$ cat src/rtl/adc_seq_pkg.sv
package adc_seq_pkg;

    localparam int FRAME_BITS = 16;
    localparam int NUM_CH     = 16;
    localparam int CH_BITS    = $clog2(NUM_CH);
    localparam int CONV_BIT   = 12;
    localparam int CH_LSB     = 7;

    typedef enum logic [2:0] {
        S_IDLE,
        S_ISSUE,
        S_XFER,
        S_EMIT,
        S_FINISH
    } seq_state_t;

    // lowest set index of a mask (0 when empty)
    function automatic logic [CH_BITS-1:0] lowest_set(input logic [NUM_CH-1:0] m);
        logic [CH_BITS-1:0] r;
        r = '0;
        for (int i = NUM_CH - 1; i >= 0; i--) begin
            if (m[i]) r = CH_BITS'(i);
        end
        return r;
    endfunction

    // manual conversion command for one channel
    function automatic logic [FRAME_BITS-1:0] conv_cmd(input logic [CH_BITS-1:0] ch);
        logic [FRAME_BITS-1:0] w;
        w = '0;
        w[CONV_BIT] = 1'b1;
        w[CH_LSB +: CH_BITS] = ch;
        return w;
    endfunction

endpackage

$ cat src/rtl/adc_spi_shifter.sv
module adc_spi_shifter #(
    parameter int WORD  = 16,
    parameter int DIV_W = 8
) (
    input  logic             clk,
    input  logic             rst_n,
    input  logic             go,
    input  logic [WORD-1:0]  tx_word,
    input  logic [DIV_W-1:0] div,
    input  logic             miso,
    output logic             sclk,
    output logic             cs_n,
    output logic             mosi,
    output logic             done,
    output logic [WORD-1:0]  rx_word,
    output logic             active
);
    localparam int HW = $clog2(2 * WORD);
    localparam logic [HW-1:0] LAST_PHASE = HW'(2 * WORD - 1);

    logic [DIV_W-1:0] half, cnt;
    logic [HW-1:0]    phase;
    logic [WORD-1:0]  tx_sh, rx_sh;

    assign half = (div == '0) ? DIV_W'(1) : div;

    always_ff @(posedge clk or negedge rst_n) begin
        if (!rst_n) begin
            active <= 1'b0;
            sclk   <= 1'b0;
            cnt    <= '0;
            phase  <= '0;
            tx_sh  <= '0;
            rx_sh  <= '0;
            done   <= 1'b0;
        end else begin
            done <= 1'b0;
            if (!active) begin
                if (go) begin
                    active <= 1'b1;
                    tx_sh  <= tx_word;
                    cnt    <= '0;
                    phase  <= '0;
                    sclk   <= 1'b0;
                end
            end else if (cnt == half - DIV_W'(1)) begin
                cnt   <= '0;
                phase <= phase + HW'(1);
                if (!sclk) begin
                    sclk  <= 1'b1;
                    rx_sh <= {rx_sh[WORD-2:0], miso};
                end else begin
                    sclk  <= 1'b0;
                    tx_sh <= {tx_sh[WORD-2:0], 1'b0};
                    if (phase == LAST_PHASE) begin
                        active <= 1'b0;
                        done   <= 1'b1;
                    end
                end
            end else begin
                cnt <= cnt + DIV_W'(1);
            end
        end
    end

    assign cs_n    = ~active;
    assign mosi    = tx_sh[WORD-1];
    assign rx_word = rx_sh;


    sclk_idle_low_chk: assert property (@(posedge clk) disable iff (!rst_n)
        cs_n |-> !sclk);


    go_only_when_idle_chk: assert property (@(posedge clk) disable iff (!rst_n)
        go |-> !active);

endmodule

$ cat src/rtl/adc_scan_ctrl.sv
module adc_scan_ctrl
    import adc_seq_pkg::*;
#(
    parameter int SAMPLE_BITS = 12
) (
    input  logic                   clk,
    input  logic                   rst_n,
    input  logic                   start,
    input  logic [NUM_CH-1:0]      chan_mask,
    input  logic                   xfer_done,
    input  logic [FRAME_BITS-1:0]  rx_word,
    input  logic                   res_ready,
    output logic                   go,
    output logic [FRAME_BITS-1:0]  tx_word,
    output logic                   res_valid,
    output logic [CH_BITS-1:0]     res_chan,
    output logic [SAMPLE_BITS-1:0] res_sample,
    output logic                   res_tag_err,
    output logic                   scan_done,
    output logic                   busy
);
    localparam int TAG_LSB = FRAME_BITS - CH_BITS;
    localparam int SMP_MSB = TAG_LSB - 1;

    seq_state_t state, nxt;

    logic [NUM_CH-1:0]  pend;
    logic [CH_BITS-1:0] cur_ch, exp0, exp1, pick;
    logic               cur_real, v0, v1, more, have, cont;

    assign pick = lowest_set(pend);
    assign have = |pend;
    assign cont = have || cur_real || v0;

    always_ff @(posedge clk or negedge rst_n) begin
        if (!rst_n) state <= S_IDLE;
        else        state <= nxt;
    end

    always_comb begin
        nxt = state;
        unique case (state)
            S_IDLE:   if (start) nxt = (chan_mask == '0) ? S_FINISH : S_ISSUE;
            S_ISSUE:  nxt = S_XFER;
            S_XFER:   if (xfer_done) begin
                          if (v1)        nxt = S_EMIT;
                          else if (cont) nxt = S_ISSUE;
                          else           nxt = S_FINISH;
                      end
            S_EMIT:   if (res_ready) nxt = more ? S_ISSUE : S_FINISH;
            S_FINISH: nxt = S_IDLE;
            default:  nxt = S_IDLE;
        endcase
    end

    always_ff @(posedge clk or negedge rst_n) begin
        if (!rst_n) begin
            pend        <= '0;
            cur_ch      <= '0;
            cur_real    <= 1'b0;
            exp0        <= '0;
            exp1        <= '0;
            v0          <= 1'b0;
            v1          <= 1'b0;
            more        <= 1'b0;
            res_chan    <= '0;
            res_sample  <= '0;
            res_tag_err <= 1'b0;
        end else begin
            unique case (state)
                S_IDLE: if (start && chan_mask != '0) begin
                    pend <= chan_mask;
                    v0   <= 1'b0;
                    v1   <= 1'b0;
                end
                S_ISSUE: begin
                    cur_real <= have;
                    cur_ch   <= have ? pick : '0;
                    if (have) pend[pick] <= 1'b0;
                end
                S_XFER: if (xfer_done) begin
                    exp1 <= exp0;
                    v1   <= v0;
                    exp0 <= cur_ch;
                    v0   <= cur_real;
                    more <= cont;
                    if (v1) begin
                        res_chan    <= exp1;
                        res_sample  <= rx_word[SMP_MSB -: SAMPLE_BITS];
                        res_tag_err <= (rx_word[FRAME_BITS-1:TAG_LSB] != exp1);
                    end
                end
                S_EMIT, S_FINISH: ;
                default: ;
            endcase
        end
    end

    always_comb begin
        go        = (state == S_ISSUE);
        tx_word   = (state == S_ISSUE && have) ? conv_cmd(pick) : '0;
        res_valid = (state == S_EMIT);
        scan_done = (state == S_FINISH);
        busy      = (state != S_IDLE);
    end


    hold_while_stalled_chk: assert property (@(posedge clk) disable iff (!rst_n)
        (res_valid && !res_ready) |=> (res_valid && $stable(res_chan)
                                       && $stable(res_sample) && $stable(res_tag_err)));


    result_after_frame_chk: assert property (@(posedge clk) disable iff (!rst_n)
        $rose(res_valid) |-> $past(xfer_done));


    done_after_drain_chk: assert property (@(posedge clk) disable iff (!rst_n)
        scan_done |-> (!v0 && !v1 && pend == '0));

endmodule

$ cat src/rtl/adc_scan_seq.sv
module adc_scan_seq
    import adc_seq_pkg::*;
#(
    parameter int DIV_W       = 8,
    parameter int SAMPLE_BITS = 12
) (
    input  logic                   clk,
    input  logic                   rst_n,
    input  logic                   start,
    input  logic [NUM_CH-1:0]      chan_mask,
    input  logic [DIV_W-1:0]       clk_div,
    output logic                   sclk,
    output logic                   cs_n,
    output logic                   mosi,
    input  logic                   miso,
    output logic                   res_valid,
    input  logic                   res_ready,
    output logic [CH_BITS-1:0]     res_chan,
    output logic [SAMPLE_BITS-1:0] res_sample,
    output logic                   res_tag_err,
    output logic                   scan_done,
    output logic                   busy
);
    logic                  go, xfer_done, xfer_active;
    logic [FRAME_BITS-1:0] tx_word, rx_word;

    adc_scan_ctrl #(.SAMPLE_BITS(SAMPLE_BITS)) u_ctrl (
        .clk        (clk),
        .rst_n      (rst_n),
        .start      (start),
        .chan_mask  (chan_mask),
        .xfer_done  (xfer_done),
        .rx_word    (rx_word),
        .res_ready  (res_ready),
        .go         (go),
        .tx_word    (tx_word),
        .res_valid  (res_valid),
        .res_chan   (res_chan),
        .res_sample (res_sample),
        .res_tag_err(res_tag_err),
        .scan_done  (scan_done),
        .busy       (busy)
    );

    adc_spi_shifter #(.WORD(FRAME_BITS), .DIV_W(DIV_W)) u_spi (
        .clk    (clk),
        .rst_n  (rst_n),
        .go     (go),
        .tx_word(tx_word),
        .div    (clk_div),
        .miso   (miso),
        .sclk   (sclk),
        .cs_n   (cs_n),
        .mosi   (mosi),
        .done   (xfer_done),
        .rx_word(rx_word),
        .active (xfer_active)
    );


    zero_mask_quiet_chk: assert property (@(posedge clk) disable iff (!rst_n)
        (!busy && start && chan_mask == '0) |=> (cs_n && scan_done));


    no_frame_when_idle_chk: assert property (@(posedge clk) disable iff (!rst_n)
        !busy |-> !xfer_active);

endmodule

$ cat config.mk
export PLATFORM = sky130hd
export DESIGN_NAME = adc_scan_seq
export DESIGN_NICKNAME = d
export VERILOG_FILES = /design/src/rtl/adc_seq_pkg.sv /design/src/rtl/adc_spi_shifter.sv /design/src/rtl/adc_scan_ctrl.sv /design/src/rtl/adc_scan_seq.sv
export SDC_FILE = /design/constraint.sdc
export NUM_CORES = 1
export LEC_CHECK = 0
export ABC_AREA = 1
export BUFFER_PORTS_ARGS = -buffer_cell sky130_fd_sc_hd__buf_2
export CAP_MARGIN = 30
export CORE_UTILIZATION = 40
export DETAILED_ROUTE_END_ITERATION = 12
export PLACE_DENSITY = 0.63
export SLEW_MARGIN = 20
export SYNTH_ARGS = -nofsm -noshare
export SYNTH_HDL_FRONTEND = slang
export SYNTH_SLANG_ARGS = --single-unit
$ cat constraint.sdc
create_clock -name clk -period 1.79 [get_ports clk]
set_clock_uncertainty 0.1 [all_clocks]
set_input_delay 0.358 -clock clk [delete_from_list [all_inputs] [get_ports clk]]
set_output_delay 0.358 -clock clk [all_outputs]
set_load 0.02 [all_outputs]
==> impl_metrics.env <==
export IMPL_outcome="complete, but fails checks"
export IMPL_violations="negative setup slack"
export IMPL_synth_xor_area_frac=0.04247
export IMPL_fmax_mhz=462.2
export IMPL_via_count=4720
export IMPL_powerDensity_mw_per_mm2=1340
export IMPL_setup_viol=62
export IMPL_worstSetupPathType="input port to flip-flop"
export IMPL_fin_util=0.5998
export IMPL_gp_congestion=0.8593
export IMPL_netlist_instances=610
export IMPL_synth_area_per_cell_um2=8.018
export IMPL_worst_pin_slew_ns=0.4361
export IMPL_min_period_ns=2.164
export IMPL_whs_ns=0.1787
export IMPL_max_cap_viol_count=0
export IMPL_slew_headroom=0.7092
export IMPL_drc=0
export IMPL_synth_seq_cells=93
export IMPL_p_total_uw=9615
export IMPL_wire_per_inst_um=14.19
export IMPL_peakVddDrop_v=0.0006553
export IMPL_cts_sinks=93
export IMPL_clkTransAtPathRegs_ns=0.06
export IMPL_grt_overflow=0
export IMPL_drive_gt1_frac=0.4020
export IMPL_ios=52
export IMPL_die_area_mm2=0.01267
export IMPL_cts_htree_levels=3
export IMPL_finalCritPeriodShare=1.209
export IMPL_syn_area_mm2=0.004891
export IMPL_syn_nets=643
export IMPL_muxShareOfSynthArea=0.002302
export IMPL_hpwl_mm=8.161
export IMPL_firstDrtPassIters=5
export IMPL_rows=40
export IMPL_die_w_um=112.6
export IMPL_grt_pass1_wl_mm=20.36
export IMPL_synthSimpleGateAreaFrac=0.2668
export IMPL_cp_required_ns=1.92
export IMPL_wirelength_mm=13.17
export IMPL_num_antenna_cells=0
export IMPL_antenna_left=0
export IMPL_netlist_area_leader_share=0.4758
export IMPL_start_util=0.4089
export IMPL_clockBufferDepth=2
export IMPL_synth_top_family_by_area="simple AND/OR/NAND/NOR gates"
export IMPL_grt_pass1_vias=4583
export IMPL_timing_final_hold_violations=0
export IMPL_finalWorstSetupSlack_ns=-0.3736
export IMPL_synth_fa_ha_area_frac=0.01023
export IMPL_cp_arrival_ns=2.29
export IMPL_dieHeight_um=112.6
export IMPL_cp_max_fo=5
export IMPL_finalNetCount=809
export IMPL_antenna_found_initial=0
export IMPL_synth_cell_type_count=43
export IMPL_yosys_top_cells_area="dfrtp_1 48%, nand2_1 11%, inv_1 6.8%"
export IMPL_ys_seq_area_frac=0.4758
export IMPL_cts_tree="done"
export IMPL_insertion_delay_ns=0.35
export IMPL_hp_class="input port to flip-flop"
export IMPL_drtIter0Drc=275
export IMPL_fillCellCount=999
export IMPL_numPortBuffers=51
export IMPL_synth_largest_area_cell="dfrtp_1"
export IMPL_grt_usage=0.1994
export IMPL_viasPerCell=5.086
export IMPL_place_inst=884
export IMPL_core_area_mm2=0.01196
export IMPL_grt_max_degree=82
export IMPL_endpoint_kind="flip-flop"
export IMPL_leakage_uw=0.003494
export IMPL_drv_slew=0
export IMPL_area_delta_synth_final_pct=46.69
export IMPL_synth_compound_area_share=0.1010
export IMPL_cp_start_kind="input port"
export IMPL_grt_setup_unrepaired="yes"
export IMPL_cts_buffers=9
export IMPL_cts_root_buffer="clkbuf_16"
export IMPL_yosys_warnings=0
export IMPL_fin_cells=928
metal layers:
layer,share of wire,track usage
met1,0.43,0.2476
met5,0,0
met2,0.51,0.3481
met3,0.042,0.03402
met4,0.019,0.07289
sequential cells by signal, summed over array words and instances (netlist names), 3 cells and up:
register           count
u_ctrl.cur_ch          4
u_ctrl.exp0            4
u_ctrl.exp1            4
u_ctrl.pend           16
u_ctrl.res_chan        4
u_ctrl.res_sample     12
u_ctrl.state           3
u_spi.cnt              8
u_spi.phase            5
u_spi.rx_word         16
u_spi.tx_sh            9
worst paths after layout:
check | endpoint | cells after the start | from | slack (ns)
min in group asynchronous | u_ctrl.res_sample[3]$_DFFE_PN0P_ | 2 | rst_n | 0.28
worst max register to register | u_ctrl.pend[6]$_DFFE_PN0P_ | 12 | u_ctrl.pend[5]$_DFFE_PN0P_ | -0.28
max in group asynchronous | u_ctrl.state[0]$_DFFE_PN0P_ | 3 | rst_n | 0.62
worst max-delay path | u_spi.tx_sh[10]$_DFFE_PN0P_ | 16 | clk_div[4] | -0.37
worst min-delay path | u_ctrl.state[0]$_DFFE_PN0P_ | 4 | res_ready | 0.18
worst min register to register | u_ctrl.res_tag_err$_DFFE_PN0P_ | 2 | u_ctrl.res_tag_err$_DFFE_PN0P_ | 0.38
final cells by class:
type	instances	area [um2]	share of cell area
inverter	97	381.6	0.05319
multi-input combinational	401	2610	0.3638
clock inverter	6	52.55	0.007325
sequential	93	2328	0.3246
tap	147	183.9	0.02564
timing repair inverter	1	11.26	0.001570
clock buffer	10	229.0	0.03191
timing repair buffer	173	1378	0.1920
worst max-delay path: stages:
cell      delay (ns)
buf_6           0.10
nor2_4          0.10
inv_2           0.05
nor2_4          0.10
a31oi_4         0.10
ha_4            0.27
xor2_1          0.15
nand3_1         0.10
o21bai_4        0.18
nor2_4          0.12
buf_4           0.15
nand3_4         0.09
nand2_8         0.13
nand3_4         0.13
nand2_2         0.08
nand2_1         0.06
Yosys cell counts:
master and n:
o21ai_1 2, o21bai_1 3, clkbuf_1 11, nand4_1 34, or2_1 1, o21ai_0 33
xor2_1 16, buf_6 2, nand3_1 37, mux2_2 1, and3_1 1, or2_0 1
a31oi_4 1, nand3b_2 1, nor2_1 41, buf_4 4, o211ai_1 1, nor4_1 6
ha_1 4, a22oi_1 8, buf_12 1, inv_1 88, or2_2 2, buf_2 1
nor2_4 1, inv_2 7, a31oi_1 1, nand2_1 140, nor4_2 1, nor2_2 3
a22o_1 1, nand2_2 6, clkbuf_4 1, o22ai_1 6, nor3_1 8, xnor3_2 1
nand3_2 1, dfrtp_1 93, clkbuf_2 1, clkinv_1 2, xnor2_1 5, a21oi_1 31
nand3_4 1
layout by cell type (no fill, tap or decap), types with 5 or more instances in the layout:
master,synthesis,final
a21oi_1,31,12
a21oi_2,0,16
a22oi_2,0,5
buf_12,1,6
buf_2,1,43
buf_4,4,96
buf_6,2,25
clkbuf_16,0,9
dfrtp_1,93,92
inv_1,88,77
inv_2,7,14
nand2_1,140,118
nand2_2,6,21
nand2_4,0,5
nand3_1,37,24
nand3_2,1,10
nand3_4,1,7
nand4_1,34,34
nor2_1,41,27
nor2_2,3,5
nor2_4,1,13
nor4_1,6,5
o21ai_0,33,26
o21ai_1,2,6
o22ai_1,6,6
xnor2_1,5,5
xor2_1,16,16
repair_timing:
action	in CTS	in global routing
cloned	4	1
buffers inserted	11	13
endpoints found under the hold margin	12	0
hold buffers	1	0
setup endpoints to repair	66	86
pin swaps	34	37
gates resized for setup	66	91
logic make-up (layout without fill, tap and decap cells):
family | Yosys count | after routing
and+or+nand+nor | 285 | 287
buffers and inverters | 118 | 287
DFF | 93 | 93
AOI/OAI and AO/OA | 87 | 87
xor gates and xnor gates | 22 | 22
adders and majority gates | 4 | 4
muxes | 1 | 1
report_power, final:
group	switching, uW	leakage [uW]	internal (uW)	total, uW
Combinational	2680	0.00222	2280	4960
Sequential	312	0.00114	2510	2820
Clock	871	0.000132	965	1840
Total	3860	0.00349	5760	9610
per-stage QoR:
step	setup WS [ns]	setup TNS, ns	area (um2)
6_report	-0.3736	-16.59	7174
5_1_grt	-0.4843	-22.92	7174
4_1_cts	-0.2967	-12.07	6763
3_5_place_dp	-0.7488	-35.87	6062
3_3_place_gp	-0.6504	-33.09	6062
2_1_floorplan	-0.4968	-17.60	5012
Power figures use the tool's default switching activity.
